==> src/rtl/serial_audio_rx.sv <==
`timescale 1ns/1ps
module serial_audio_rx #(
  parameter int SW   = 24,
  parameter int HALF = 32
) (
  input  logic          clk,
  input  logic          rst_n,
  input  logic          bclk_i,
  input  logic          lrck_i,
  input  logic          sdat_i,
  input  logic [1:0]    fmt_i,
  input  logic [1:0]    wsel_i,
  output logic [SW-1:0] word_o,
  output logic          right_o,
  output logic          valid_o
);
  localparam int CW = $clog2(2 * HALF);
  localparam logic [7:0] HALF8 = 8'(HALF);
  localparam logic [7:0] SW8 = 8'(SW);

  function automatic logic [7:0] wbits(input logic [1:0] s);
    case (s)
      2'd0:    wbits = 8'd16;
      2'd1:    wbits = 8'd18;
      2'd2:    wbits = 8'd20;
      default: wbits = 8'd24;
    endcase
  endfunction

  logic [2:0] bclk_q;
  logic [1:0] lr_q, sd_q;
  logic       seen, lr_prev, armed, chan;
  logic [1:0] fmt_a, w_a;
  logic [CW-1:0] pos;
  logic [SW-1:0] shreg;

  wire rise    = bclk_q[1] & ~bclk_q[2];
  wire lr      = lr_q[1];
  wire sd      = sd_q[1];
  wire lr_edge = seen & (lr != lr_prev);

  wire [1:0] fmt_n   = lr_edge ? fmt_i : fmt_a;
  wire [1:0] w_n     = lr_edge ? wsel_i : w_a;
  wire       armed_n = armed | lr_edge;
  wire       chan_n  = lr_edge ? ((fmt_i == 2'd0) ? lr : ~lr) : chan;
  wire [CW-1:0] cur  = lr_edge ? '0 : pos;

  wire [7:0] wn   = wbits(w_n);
  wire [7:0] off  = (fmt_n == 2'd0) ? 8'd1 : (fmt_n == 2'd1) ? 8'd0 : HALF8 - wn;
  wire [7:0] cur8 = 8'(cur);
  wire inwin = armed_n && (cur8 >= off) && (cur8 < off + wn);
  wire last  = inwin && (cur8 == off + wn - 8'd1);
  wire [SW-1:0] shnext = {shreg[SW-2:0], sd};

  always_ff @(posedge clk or negedge rst_n) begin
    if (!rst_n) begin
      bclk_q <= '0;
      lr_q   <= '0;
      sd_q   <= '0;
    end else begin
      bclk_q <= {bclk_q[1:0], bclk_i};
      lr_q   <= {lr_q[0], lrck_i};
      sd_q   <= {sd_q[0], sdat_i};
    end
  end

  always_ff @(posedge clk or negedge rst_n) begin
    if (!rst_n) begin
      seen    <= 1'b0;
      lr_prev <= 1'b0;
      armed   <= 1'b0;
      chan    <= 1'b0;
      fmt_a   <= '0;
      w_a     <= '0;
      pos     <= '0;
      shreg   <= '0;
      word_o  <= '0;
      right_o <= 1'b0;
      valid_o <= 1'b0;
    end else begin
      valid_o <= 1'b0;
      if (rise) begin
        seen    <= 1'b1;
        lr_prev <= lr;
        armed   <= armed_n;
        chan    <= chan_n;
        fmt_a   <= fmt_n;
        w_a     <= w_n;
        pos     <= (&cur) ? cur : cur + 1'b1;
        if (inwin) shreg <= shnext;
        if (last) begin
          word_o  <= shnext << (SW8 - wn);
          right_o <= chan_n;
          valid_o <= 1'b1;
        end
      end
    end
  end
endmodule

==> config.mk <==
export PLATFORM = sky130hd
export DESIGN_NAME = serial_audio_rx
export DESIGN_NICKNAME = d
export VERILOG_FILES = /design/src/rtl/serial_audio_rx.sv
export SDC_FILE = /design/constraint.sdc
export NUM_CORES = 1
export LEC_CHECK = 0
export ABC_CLOCK_PERIOD_IN_PS = 5500
export BUFFER_PORTS_ARGS = -buffer_cell sky130_fd_sc_hd__buf_2
export CAP_MARGIN = 20
export CORE_AREA = 2 2 115 117
export DETAILED_ROUTE_END_ITERATION = 10
export DIE_AREA = 0 0 117 119
export PLACE_DENSITY = 0.53
export SLEW_MARGIN = 20
export SYNTH_ARGS = -nofsm -noshare
export SYNTH_HDL_FRONTEND = slang
export SYNTH_SLANG_ARGS = --single-unit
==> constraint.sdc <==
create_clock -name clk -period 5.5 [get_ports clk]
set_input_delay 0.55 -clock clk [delete_from_list [all_inputs] [get_ports clk]]
set_output_delay 0.55 -clock clk [all_outputs]
set_load 0.005 [all_outputs]
# After elaboration in Yosys (flattened, before gate mapping)
# Cells that the tools add are included.
word_totals:
  regBits: 70
  inputBits: 9
  output_inout_bits: 26
  elab_cells: 52
classes:
  add_sub_neg: 5
  n_lt_le_gt_ge: 2
  eq_ne: 5
  shifts: 1
  muxes: 11
  n_bitwise: 5
  reduce_logical: 9
ops:
  columns: ["operator", "n"]
  rows:
  - ["24-bit by 8-bit << shifter with 24-bit output", 1]
  - ["8-bit 2-to-1 mux", 2]
  - ["6-bit 2-to-1 mux", 2]
  - ["4-bit one-hot mux with 3 select lines", 1]
  - ["8-bit adder", 1]
  - ["6-bit by 8-bit equality test with 1-bit output", 1]
  - ["6-bit by 8-bit >= comparator with 1-bit output", 1]
  - ["6-bit by 8-bit less-than comparator with 1-bit output", 1]
  - ["5-bit by 8-bit subtractor with 8-bit output (first input constant)", 1]
  - ["6-bit by 8-bit subtractor with 8-bit output (first input constant)", 1]
  - ["8-bit by 1-bit subtractor with 8-bit output (second input constant)", 1]
  - ["6-bit by 1-bit adder with 6-bit output (second input constant)", 1]
  - ["2-bit logical NOT", 3]
  - ["6-bit AND reduction", 1]
  - ["2-bit by 1-bit equality test with 1-bit output (second input constant)", 2]
  - ["1-bit 2-to-1 mux", 4]
  - ["2-bit 2-to-1 mux", 2]
  - ["2-bit AND reduction", 2]
  - ["1-bit logical AND", 3]
  - ["1-bit AND", 2]
  - ["2-bit equality test (second input constant)", 1]
  - ["1-bit NOT", 2]
  - ["1-bit != test", 1]
  - ["1-bit OR", 1]

# Logic depth before layout (Yosys ltp)
# Gate-level depths: netlist (run 1).
logic_depth:
  word_depth: 14
  depth_mapped: 24
  ltp_nobuf: 20

# Worst setup path before layout (run 1)
# OpenSTA, ideal clock, no wires.
synth_path:
  path_kind: "flip-flop to flip-flop"
  from: "register lr_q[1]"
  to: "register word_o[10]"
  setup_ps: 125
  t_arrival_ps: 5199
  required_ps: 5375
  path_slack_ps: 176
  path_stages_with_launch: 23
  n_path_buf: 3
  synth_period_minus_slack_ps: 5324
  cell_sequence: "dfrtp_1 xnor2_2 nor2_2 mux2i_1 inv_1 ha_1 buf_1 clkbuf_1 nand2_1 inv_1 ha_1 or3_1 a22oi_1 nand2b_2 inv_1 ha_1 a211oi_1 a21oi_1 a211oi_2 o2111ai_1 a2111oi_4 buf_6 mux2_4"
synth_between:
  elab_chain_len: 13
  word_cells_on_any_way: 26
  cone_classes: "add/sub (4); order compare (2); eq/ne (5); shift (1); mux (6); bitwise (2); reduce/logical (6)"
synth_lines:
  columns: ["element", "line", "source"]
  rows:
  - ["from (decl)", "31", "logic [1:0] lr_q, sd_q;"]
  - ["from (signal assigned)", "62", "lr_q <= {lr_q[0], lrck_i};"]
  - ["1-bit != test *", "40", "wire lr_edge = seen & (lr != lr_prev);"]
  - ["1-bit AND *", "40", null]
  - ["2-bit 2-to-1 mux *", "43", "wire [1:0] w_n = lr_edge ? wsel_i : w_a;"]
  - ["via w_n[0]", "43", null]
  - ["2-bit equality test, or another cell as far along", "22", "case (s)"]
  - ["4-bit one-hot mux with 3 select lines *", "22", null]
  - ["6-bit by 8-bit subtractor with 8-bit output", "49", "wire [7:0] off = (fmt_n == 2'd0) ? 8'd1 : (fmt_n == 2'd1) ? 8'd0 : HALF8 - wn;"]
  - ["8-bit 2-to-1 mux (2 in a row)", "49", null]
  - ["8-bit adder or 6-bit by 8-bit >= comparator with 1-bit output (tied branches)", "51, 52", null]
  - ["8-bit by 1-bit subtractor with 8-bit output, or another cell as far along", "52", "wire last = inwin && (cur8 == off + wn - 8'd1);"]
  - ["6-bit by 8-bit equality test with 1-bit output or 1-bit logical AND (tied branches)", "52, 51", null]
  - ["1-bit logical AND", "52", null]
  - ["2-bit AND reduction (no line)", null, null]
  - ["to (signal assigned)", "92", "word_o <= shnext << (SW8 - wn);"]
  - ["to (decl)", "13", "output logic [SW-1:0] word_o,"]
# The timed path passes the listed nets; every way through them passes the cells marked *.
# A chain may end at the register's enable or synchronous reset.

# Worst setup path after layout (run 1)
layout_path:
  from: "register lr_q[1]"
  to: "register word_o[4]"
# Same word-level chain as after synthesis.

==> flow_metrics.env, run 1 <==
export IMPL_fin_cells=631
export IMPL_dp_cells=615
export IMPL_crit_slowest_cell="dfrtp_1"
export IMPL_synth_ff_type="dfrtp_1"
export IMPL_hpwl_um=7030
export IMPL_finalMaxSlewViolations=0
export IMPL_cts_hold_buf=0
export IMPL_clockBufferDepth=2
export IMPL_fin_tns_setup_ps=0
export IMPL_yosys_top_cells_area="dfrtp_1, mux2_2, ha_1"
export IMPL_hold_slack_ps=320
export IMPL_synth_top_area_cell="dfrtp_1"
export IMPL_n_fill_cell=1263
export IMPL_max_slew_margin=0.406
export IMPL_wl_per_cell_um=15.4
export IMPL_ys_types=57
export IMPL_placed_cell_area_mm2=0.00473
export IMPL_yosysSeqAreaShare=0.403
export IMPL_r2r_start="lr_q[1]$_DFF_PN0_"
export IMPL_max_stage_delay_ps=440
export IMPL_ir_drop_mv=0.158
export IMPL_final_net_count=477
export IMPL_ys_ff_latch=70
export IMPL_fin_crit_ps=5010
export IMPL_status="finished, final reports clean"
export IMPL_core_mm2=0.0129
export IMPL_cp_common_cell="ha_1"
export IMPL_finalWeightedCongestion=0.876
export IMPL_die_x_um=117
export IMPL_ys_top_cells_by_count="dfrtp_1, mux2_2, nand2_1"
export IMPL_clk_latency_ps=330
export IMPL_hold_viol_final=0
export IMPL_htreeDepth=3
export IMPL_crit_type="reg2reg"
export IMPL_cts_root_buf="clkbuf_16"
export IMPL_ctsResizeCount=0
export IMPL_path_clk_slew_ps=60
export IMPL_synth_top_area_frac=0.403
export IMPL_fin_area_mm2=0.00502
export IMPL_rows=42
export IMPL_yosys_cell_count_top_type="dfrtp_1"
export IMPL_first_pass_iters=4
export IMPL_viasPerCell=5.00
export IMPL_ant_nets=0
export IMPL_setup_viol=0
export IMPL_clock_sinks=70
export IMPL_syn_to_final_growth_pct=15.6
export IMPL_async_reset_ff_frac=1.00
export IMPL_synth_fp_nets=444
export IMPL_wl_um=9720
export IMPL_synthCells=417
export IMPL_grtUsageTotal=0.148
export IMPL_clock_skew_ps=9.63
export IMPL_grt_max_degree=71
export IMPL_hold_class="in2async"
export IMPL_cts_setup_buffers=0
export IMPL_num_io_pins=35
export IMPL_fmaxAchievable_mhz=200
export IMPL_arrival_ps=5220
export IMPL_fin_crit_sh=0.910
export IMPL_cap_violations=0
export IMPL_cts_tree="built"
export IMPL_antenna_found_initial=0
export IMPL_grt_pass1_wl_um=15900
export IMPL_rr_worst_depth=19
export IMPL_tightestPinTransition_ps=891
export IMPL_crit_path_cell_trace="xnor2_2, nor2_2, mux2i_1, inv_1, ha_1, mux2_2, ha_1, or3_1, a22oi_1, nand2b_2, inv_1, ha_1, a211oi_1, a21oi_1, a211oi_4, o2111ai_1, a2111oi_4, buf_12, mux2_2"
export IMPL_grt_ovfl_total=0
export IMPL_drive_above_1_share=0.305
export IMPL_powerDensity_mw_per_mm2=430
export IMPL_synth_edf_count=0
export IMPL_grt_pass1_vias=3007
export IMPL_start_util=0.337
export IMPL_rrSetupSlack_ps=490
export IMPL_num_vias=3156
export IMPL_numPortBuffers=34
export IMPL_yosysWarnings=0
export IMPL_critPathMaxFanout=25
export IMPL_rsz0062_at_grt="no"
export IMPL_required_ps=5720
export IMPL_syn_avg_cell_area_um2=10.4
export IMPL_r2r_end="word_o[4]$_DFFE_PN0P_"
export IMPL_worstSetupEndpointType="flop"
export IMPL_netlist_area_mm2=0.00434
export IMPL_start_kind="flop"
export IMPL_drt_iter0_drc=176
export IMPL_die_area_mm2=0.0139
export IMPL_antennaDiodeCount=0
export IMPL_power_leakage_nw=2.32
export IMPL_die_h_um=119
export IMPL_drc=0
export IMPL_numCtsBuffers=9
-- per-stage QoR --
step,setup slack [ps],power [mW],utilization
after global routing,19.0,2.32,0.390
after global placement,656,1.58,0.367
final,493,2.16,0.390
after CTS,470,2.18,0.390
after detailed placement,496,1.59,0.367
after floorplan,176,1.35,-
-- cells by family after synthesis --
logic type | share of synthesized area
compound gates | 0.145
xor+xnor | 0.0138
fa+ha+maj | 0.0518
buf+inv | 0.0380
flops | 0.403
mux | 0.209
simple gates | 0.139
-- sequential cells by signal (all words and copies together), names as in the netlist --
register	cells
w_a	2
armed	1
shreg	23
right_o	1
word_o	24
fmt_a	2
valid_o	1
lr_prev	1
lr_q	2
sd_q	2
bclk_q	3
chan	1
pos	6
seen	1
-- report_power, final --
part	leakage [nW]	total, mW	switching (mW)	internal, mW
Combinational	1.28	0.919	0.526	0.392
Clock	0.140	0.575	0.223	0.352
Sequential	0.896	0.665	0.0719	0.594
-- critical path, delay by kind of cell (launching register included) --
family / cells / cell delay (ps)
flip-flops: 1 / 440
buffers and inverters: 3 / 430
adder cells (fa/ha/maj): 3 / 770
XOR/XNOR: 1 / 200
multiplexers: 3 / 960
AND/OR/NAND/NOR: 3 / 900
AO/OA/AOI/OAI: 6 / 1180
-- cell type report --
class	instances	area [um^2]	area share
multi-input combinational	307	2430	0.485
inverter	20	75.1	0.0150
tap	176	220	0.0439
timing repair buffer	42	245	0.0489
clock buffer	11	233	0.0464
sequential	70	1750	0.349
clock inverter	5	60.1	0.0120
-- layer usage --
layer / vias to the layer above / routed length [um] / global-route usage
met3: 2 / 249 / 0.0290
met5: - / 0 / 0
met4: 0 / 46 / 0.0441
li1: 1562 / - / -
met1: 1548 / 4820 / 0.216
met2: 44 / 4600 / 0.219
-- cells in the final DEF (no fill, tap or decap), types with 16 or more instances in the layout --
cell	count
nor2_1	27
buf_2	33
a21oi_1	16
dfrtp_1	70
mux2_2	53
ha_1	18
o21ai_0	25
inv_1	20
nand2_1	36
-- worst max-delay path by stage --
stage                           start                      to  slack (ps)  depth (start not counted)
global placement    lr_q[1]$_DFF_PN0_   word_o[4]$_DFFE_PN0P_         660                         19
global route        lr_q[1]$_DFF_PN0_   word_o[2]$_DFFE_PN0P_          20                         19
floorplan           lr_q[1]$_DFF_PN0_  word_o[10]$_DFFE_PN0P_         180                         22
detailed placement  lr_q[1]$_DFF_PN0_   word_o[4]$_DFFE_PN0P_         500                         19
finish              lr_q[1]$_DFF_PN0_   word_o[4]$_DFFE_PN0P_         490                         19
CTS                 lr_q[1]$_DFF_PN0_   word_o[4]$_DFFE_PN0P_         470                         19
(Power assumes the default switching activity.)
==> run 2, diff against run 1 <==
--- a/config.mk
+++ b/config.mk
@@ -8,10 +8,10 @@
 export ABC_CLOCK_PERIOD_IN_PS = 5500
 export BUFFER_PORTS_ARGS = -buffer_cell sky130_fd_sc_hd__buf_2
 export CAP_MARGIN = 20
-export CORE_AREA = 2 2 115 117
+export CORE_AREA = 2 2 92 94
 export DETAILED_ROUTE_END_ITERATION = 10
-export DIE_AREA = 0 0 117 119
-export PLACE_DENSITY = 0.53
+export DIE_AREA = 0 0 94 96
+export PLACE_DENSITY = 0.77
 export SLEW_MARGIN = 20
 export SYNTH_ARGS = -nofsm -noshare
 export SYNTH_HDL_FRONTEND = slang
==> flow_metrics.env, run 2 (synthesized netlist as in run 1, its figures left out) <==
export IMPL_die_x_um=94
export IMPL_cts_setup_buffers=0
export IMPL_clock_sinks=70
export IMPL_grt_pass1_vias=2983
export IMPL_grtUsageTotal=0.211
export IMPL_syn_to_final_growth_pct=11.1
export IMPL_htreeDepth=3
export IMPL_switchingPower_uw=786
export IMPL_start_kind="flop"
export IMPL_cts_root_buf="clkbuf_8"
export IMPL_die_area_mm2=0.00902
export IMPL_largest_reg_flops=24
export IMPL_status="finished, final reports clean"
export IMPL_crit_path_cell_trace="xnor2_2, nor2_2, mux2i_1, inv_1, ha_1, mux2_2, ha_1, or3_1, a22oi_1, nand2b_2, inv_1, ha_1, a211oi_1, a21oi_1, a211oi_2, o2111ai_1, a2111oi_4, buf_12, mux2_2"
export IMPL_n_fill_cell=676
export IMPL_cap_violations=0
export IMPL_grt_ovfl_total=0
export IMPL_first_pass_iters=5
export IMPL_crit_family="compound AO/OA/AOI/OAI gates"
export IMPL_antenna_found_initial=0
export IMPL_rrSetupSlack_ps=380
export IMPL_fmaxAchievable_mhz=195
export IMPL_setup_viol=0
export IMPL_numPortBuffers=34
export IMPL_finalWeightedCongestion=0.888
export IMPL_drive_above_1_share=0.308
export IMPL_clock_skew_ps=9.77
export IMPL_cp_common_cell="ha_1"
export IMPL_p_comb_frac=0.457
export IMPL_power_leakage_nw=2.28
export IMPL_r2r_end="word_o[23]$_DFFE_PN0P_"
export IMPL_critPathMaxFanout=25
export IMPL_dp_slack_ps=480
export IMPL_core_mm2=0.00805
export IMPL_final_cell_mix="dfrtp_1, mux2_2, nand2_1"
export IMPL_rsz0062_at_grt="no"
export IMPL_max_slew_margin=0.427
export IMPL_finalMaxSlewViolations=0
export IMPL_fin_crit_sh=0.932
export IMPL_cp_num_buf_inv=3
export IMPL_viasPerCell=5.76
export IMPL_final_net_count=477
export IMPL_fin_crit_ps=5120
export IMPL_largestRegisters="word_o: 24 flops, shreg: 23 flops, pos: 6 flops"
export IMPL_grt_max_degree=71
export IMPL_arrival_ps=5350
export IMPL_ir_drop_mv=0.197
export IMPL_min_delay_path_depth=1
export IMPL_num_io_pins=35
export IMPL_wl_per_cell_um=16.4
export IMPL_ctsResizeCount=0
export IMPL_start_util=0.540
export IMPL_seq_power_share=0.333
export IMPL_drc=0
export IMPL_holdPathEnd="lr_q[0]$_DFF_PN0_"
export IMPL_wl_um=9170
export IMPL_final_common_cell="dfrtp_1"
export IMPL_critPathLaunch="lr_q[1]$_DFF_PN0_"
export IMPL_clk_latency_ps=340
export IMPL_antennaDiodeCount=0
export IMPL_tightestPinTransition_ps=860
export IMPL_finalPower_mw=2.00
export IMPL_cts_hold_buf=0
export IMPL_worstSetupEndpointType="flop"
export IMPL_path_clk_slew_ps=70
export IMPL_crit_slowest_cell="dfrtp_1"
export IMPL_fin_tns_setup_ps=0
export IMPL_numCtsBuffers=9
export IMPL_crit_type="reg2reg"
export IMPL_clkPwrFrac=0.210
export IMPL_cts_tree="built"
export IMPL_hold_class="in2reg"
export IMPL_ant_nets=0
export IMPL_drt_iter0_drc=203
export IMPL_powerDensity_mw_per_mm2=414
export IMPL_num_vias=3227
export IMPL_min_from="lrck_i"
export IMPL_r2r_start="lr_q[1]$_DFF_PN0_"
export IMPL_top_register="word_o"
export IMPL_clockBufferDepth=2
export IMPL_grt_pass1_wl_um=14700
export IMPL_hpwl_um=6530
export IMPL_required_ps=5730
export IMPL_rr_worst_depth=19
export IMPL_setup_ws_ps=377
export IMPL_p_sw_frac=0.393
export IMPL_internal_power_mw=1.22
export IMPL_hold_viol_final=0
export IMPL_die_h_um=96
export IMPL_rows=33
export IMPL_max_stage_delay_ps=450
[run 2: cell count changes in the layout (fill, tap and decap cells not counted), sizes merged]
cell,delta
clkinvlp,-1
clkbuf,+1
[run 2: power by group through the flow]
stage	sequential [mW]	clock [mW]	combinational (mW)
CTS	0.664	0.432	0.909
global route	0.678	0.454	1.01
floorplan	0.650	0	0.695
finish	0.666	0.421	0.914
detailed placement	0.673	0	0.889
global placement	0.670	0	0.870
[run 2: how the worst max path moves through the flow]
stage          depth (start not counted)  slack, ps                      to
2_1_floorplan                         22        180  word_o[10]$_DFFE_PN0P_
3_3_place_gp                          19        660  word_o[23]$_DFFE_PN0P_
3_5_place_dp                          19        480  word_o[23]$_DFFE_PN0P_
4_1_cts                               19        380   word_o[3]$_DFFE_PN0P_
5_1_grt                               19        120   word_o[3]$_DFFE_PN0P_
6_report                              19        380  word_o[23]$_DFFE_PN0P_
[run 2: layout make-up]
cell class,count,area [um^2],share of cell area
Clock buffer,12,155,0.0321
Clock inverter,4,45.0,0.00933
Inverter,20,75.1,0.0155
Multi-Input combinational cell,307,2430,0.503
Sequential cell,70,1750,0.363
Tap cell,105,131,0.0272
Timing Repair Buffer,42,243,0.0503
[run 2: stage by stage]
| step | cells | util | cell area, um^2 | hold WS [ps] |
|---|---|---|---|---|
| floorplan | 417 | - | 4340 | 254 |
| global route | 560 | 0.600 | 4830 | 302 |
| finish | 560 | 0.600 | 4830 | 316 |
| global placement | 544 | 0.575 | 4630 | 335 |
| CTS | 560 | 0.600 | 4830 | 302 |
| detailed placement | 544 | 0.575 | 4630 | 335 |
[run 2: metal layers]
metal	global-route usage	vias to the layer above	share of wire
li1	-	1557	-
met1	0.282	1564	0.47
met2	0.348	93	0.47
met3	0.0415	13	0.044
met4	0.0676	0	0.015
met5	0	-	0
==> run 3, diff against run 2 <==
--- a/config.mk
+++ b/config.mk
@@ -11,7 +11,7 @@
 export CORE_AREA = 2 2 92 94
 export DETAILED_ROUTE_END_ITERATION = 10
 export DIE_AREA = 0 0 94 96
-export PLACE_DENSITY = 0.77
+export PLACE_DENSITY_LB_ADDON = 0.15
 export SLEW_MARGIN = 20
 export SYNTH_ARGS = -nofsm -noshare
 export SYNTH_HDL_FRONTEND = slang
==> flow_metrics.env, run 3 (synthesized netlist as in run 1, its figures left out) <==
export IMPL_status="finished, final reports clean"
export IMPL_antenna_found_initial=0
export IMPL_htreeDepth=3
export IMPL_powerDensity_mw_per_mm2=415
export IMPL_die_h_um=96
export IMPL_rows=33
export IMPL_fin_tns_setup_ps=0
export IMPL_cts_hold_buf=0
export IMPL_start_kind="flop"
export IMPL_worstSetupEndpointType="flop"
export IMPL_cts_root_buf="clkbuf_8"
export IMPL_start_util=0.540
export IMPL_clockBufferDepth=2
export IMPL_cts_tree="built"
export IMPL_viasPerCell=5.71
export IMPL_grt_pass1_vias=2854
export IMPL_final_net_count=480
export IMPL_power_leakage_nw=2.29
export IMPL_finalWeightedCongestion=0.885
export IMPL_critPathLaunch="lr_q[1]$_DFF_PN0_"
export IMPL_tightestPinTransition_ps=879
export IMPL_hold_class="in2reg"
export IMPL_top_register="word_o"
export IMPL_grt_pass1_wl_um=15300
export IMPL_ant_nets=0
export IMPL_n_fill_cell=684
export IMPL_critPathMaxFanout=13
export IMPL_clk_latency_ps=350
export IMPL_fin_crit_sh=0.891
export IMPL_hold_viol_final=0
export IMPL_first_pass_iters=6
export IMPL_final_cell_mix="dfrtp_1, mux2_2, nand2_1"
export IMPL_grt_ovfl_total=0
export IMPL_num_io_pins=35
export IMPL_final_common_cell="dfrtp_1"
export IMPL_ir_drop_mv=0.211
export IMPL_hpwl_um=6910
export IMPL_drive_above_1_share=0.312
export IMPL_fmaxAchievable_mhz=204
export IMPL_num_vias=3216
export IMPL_ctsResizeCount=0
export IMPL_cap_violations=0
export IMPL_fin_crit_ps=4900
export IMPL_min_from="lrck_i"
export IMPL_cts_setup_buffers=0
export IMPL_r2r_start="lr_q[1]$_DFF_PN0_"
export IMPL_numCtsBuffers=9
export IMPL_largestRegisters="word_o: 24 flops, shreg: 23 flops, pos: 6 flops"
export IMPL_die_area_mm2=0.00902
export IMPL_drc=0
export IMPL_multiInputGateArea_mm2=0.00243
export IMPL_placed_cell_area_mm2=0.00465
export IMPL_largest_reg_flops=24
export IMPL_max_slew_margin=0.414
export IMPL_clock_skew_ps=9.20
export IMPL_path_clk_slew_ps=80
export IMPL_numPortBuffers=34
export IMPL_wl_per_cell_um=16.7
export IMPL_hold_slack_ps=306
export IMPL_setup_viol=0
export IMPL_clock_sinks=70
export IMPL_arrival_ps=5130
export IMPL_finalMaxSlewViolations=0
export IMPL_utilization=0.602
export IMPL_die_x_um=94
export IMPL_wl_um=9390
export IMPL_core_mm2=0.00805
export IMPL_grt_max_degree=71
export IMPL_syn_to_final_growth_pct=11.5
export IMPL_seq_area_mm2=0.00175
export IMPL_crit_type="reg2reg"
export IMPL_drt_iter0_drc=267
export IMPL_grtUsageTotal=0.223
export IMPL_required_ps=5730
export IMPL_antennaDiodeCount=0
export IMPL_fin_area_mm2=0.00484
export IMPL_rsz0062_at_grt="no"
-- run 3: cell count changes in the layout (fill, tap and decap cells not counted), sizes merged --
cell,delta
buf,+3
clkbuf,-1
clkinv,-1
clkinvlp,+1
inv,+1
-- run 3: through the flow --
| stage | setup slack (ps) | power (mW) | cells |
|---|---|---|---|
| after floorplan | 176 | 1.35 | 417 |
| after global placement | 814 | 1.56 | 547 |
| after detailed placement | 623 | 1.58 | 547 |
| after CTS | 585 | 2.01 | 563 |
| after global routing | 338 | 2.15 | 563 |
| final | 598 | 2.01 | 563 |
-- run 3: layout make-up --
type	count	share of cell area
Clock buffer	11	0.0292
Clock inverter	5	0.0116
Inverter	20	0.0155
Multi-Input combinational cell	307	0.503
Sequential cell	70	0.362
Tap cell	105	0.0271
Timing Repair Buffer	45	0.0522
-- run 3: critical path: stages, from the launching register on --
cell and delay, ps:
dfrtp_1 450, xnor2_2 210, nor2_2 150, mux2i_1 310, inv_1 130, ha_1 240
mux2_2 270, ha_1 230, or3_1 310, a22oi_1 120, nand2b_2 210, inv_1 70
ha_1 310, a211oi_1 200, a21oi_1 130, a211oi_4 240, o2111ai_1 190, a2111oi_4 340
buf_4 330, mux2_4 320
-- run 3: where the power goes --
group / leakage (nW) / switching [mW] / internal (mW)
clock: 0.0997 / 0.202 / 0.222
combinational: 1.29 / 0.528 / 0.394
sequential: 0.896 / 0.0711 / 0.592
-- run 3: path summary, 6_finish.rpt --
kind / endpoint / cells after the start / slack, ps
worst max-delay path: word_o[15]$_DFFE_PN0P_ / 19 / 600
worst max register to register: word_o[15]$_DFFE_PN0P_ / 19 / 600
worst min register to register: lr_q[1]$_DFF_PN0_ / 0 / 350
max in group asynchronous: shreg[5]$_DFFE_PN0P_ / 2 / 4520
min in group asynchronous: fmt_a[1]$_DFFE_PN0P_ / 2 / 410
worst min-delay path: lr_q[0]$_DFF_PN0_ / 1 / 310
-- run 3: layer usage --
layer  up-vias  global-route usage  part of all wire
met3         8              0.0470             0.050
met1      1540               0.366              0.54
met5         -                   0                 0
met4         0              0.0471            0.0083
li1       1561                   -                 -
met2       107               0.296              0.40
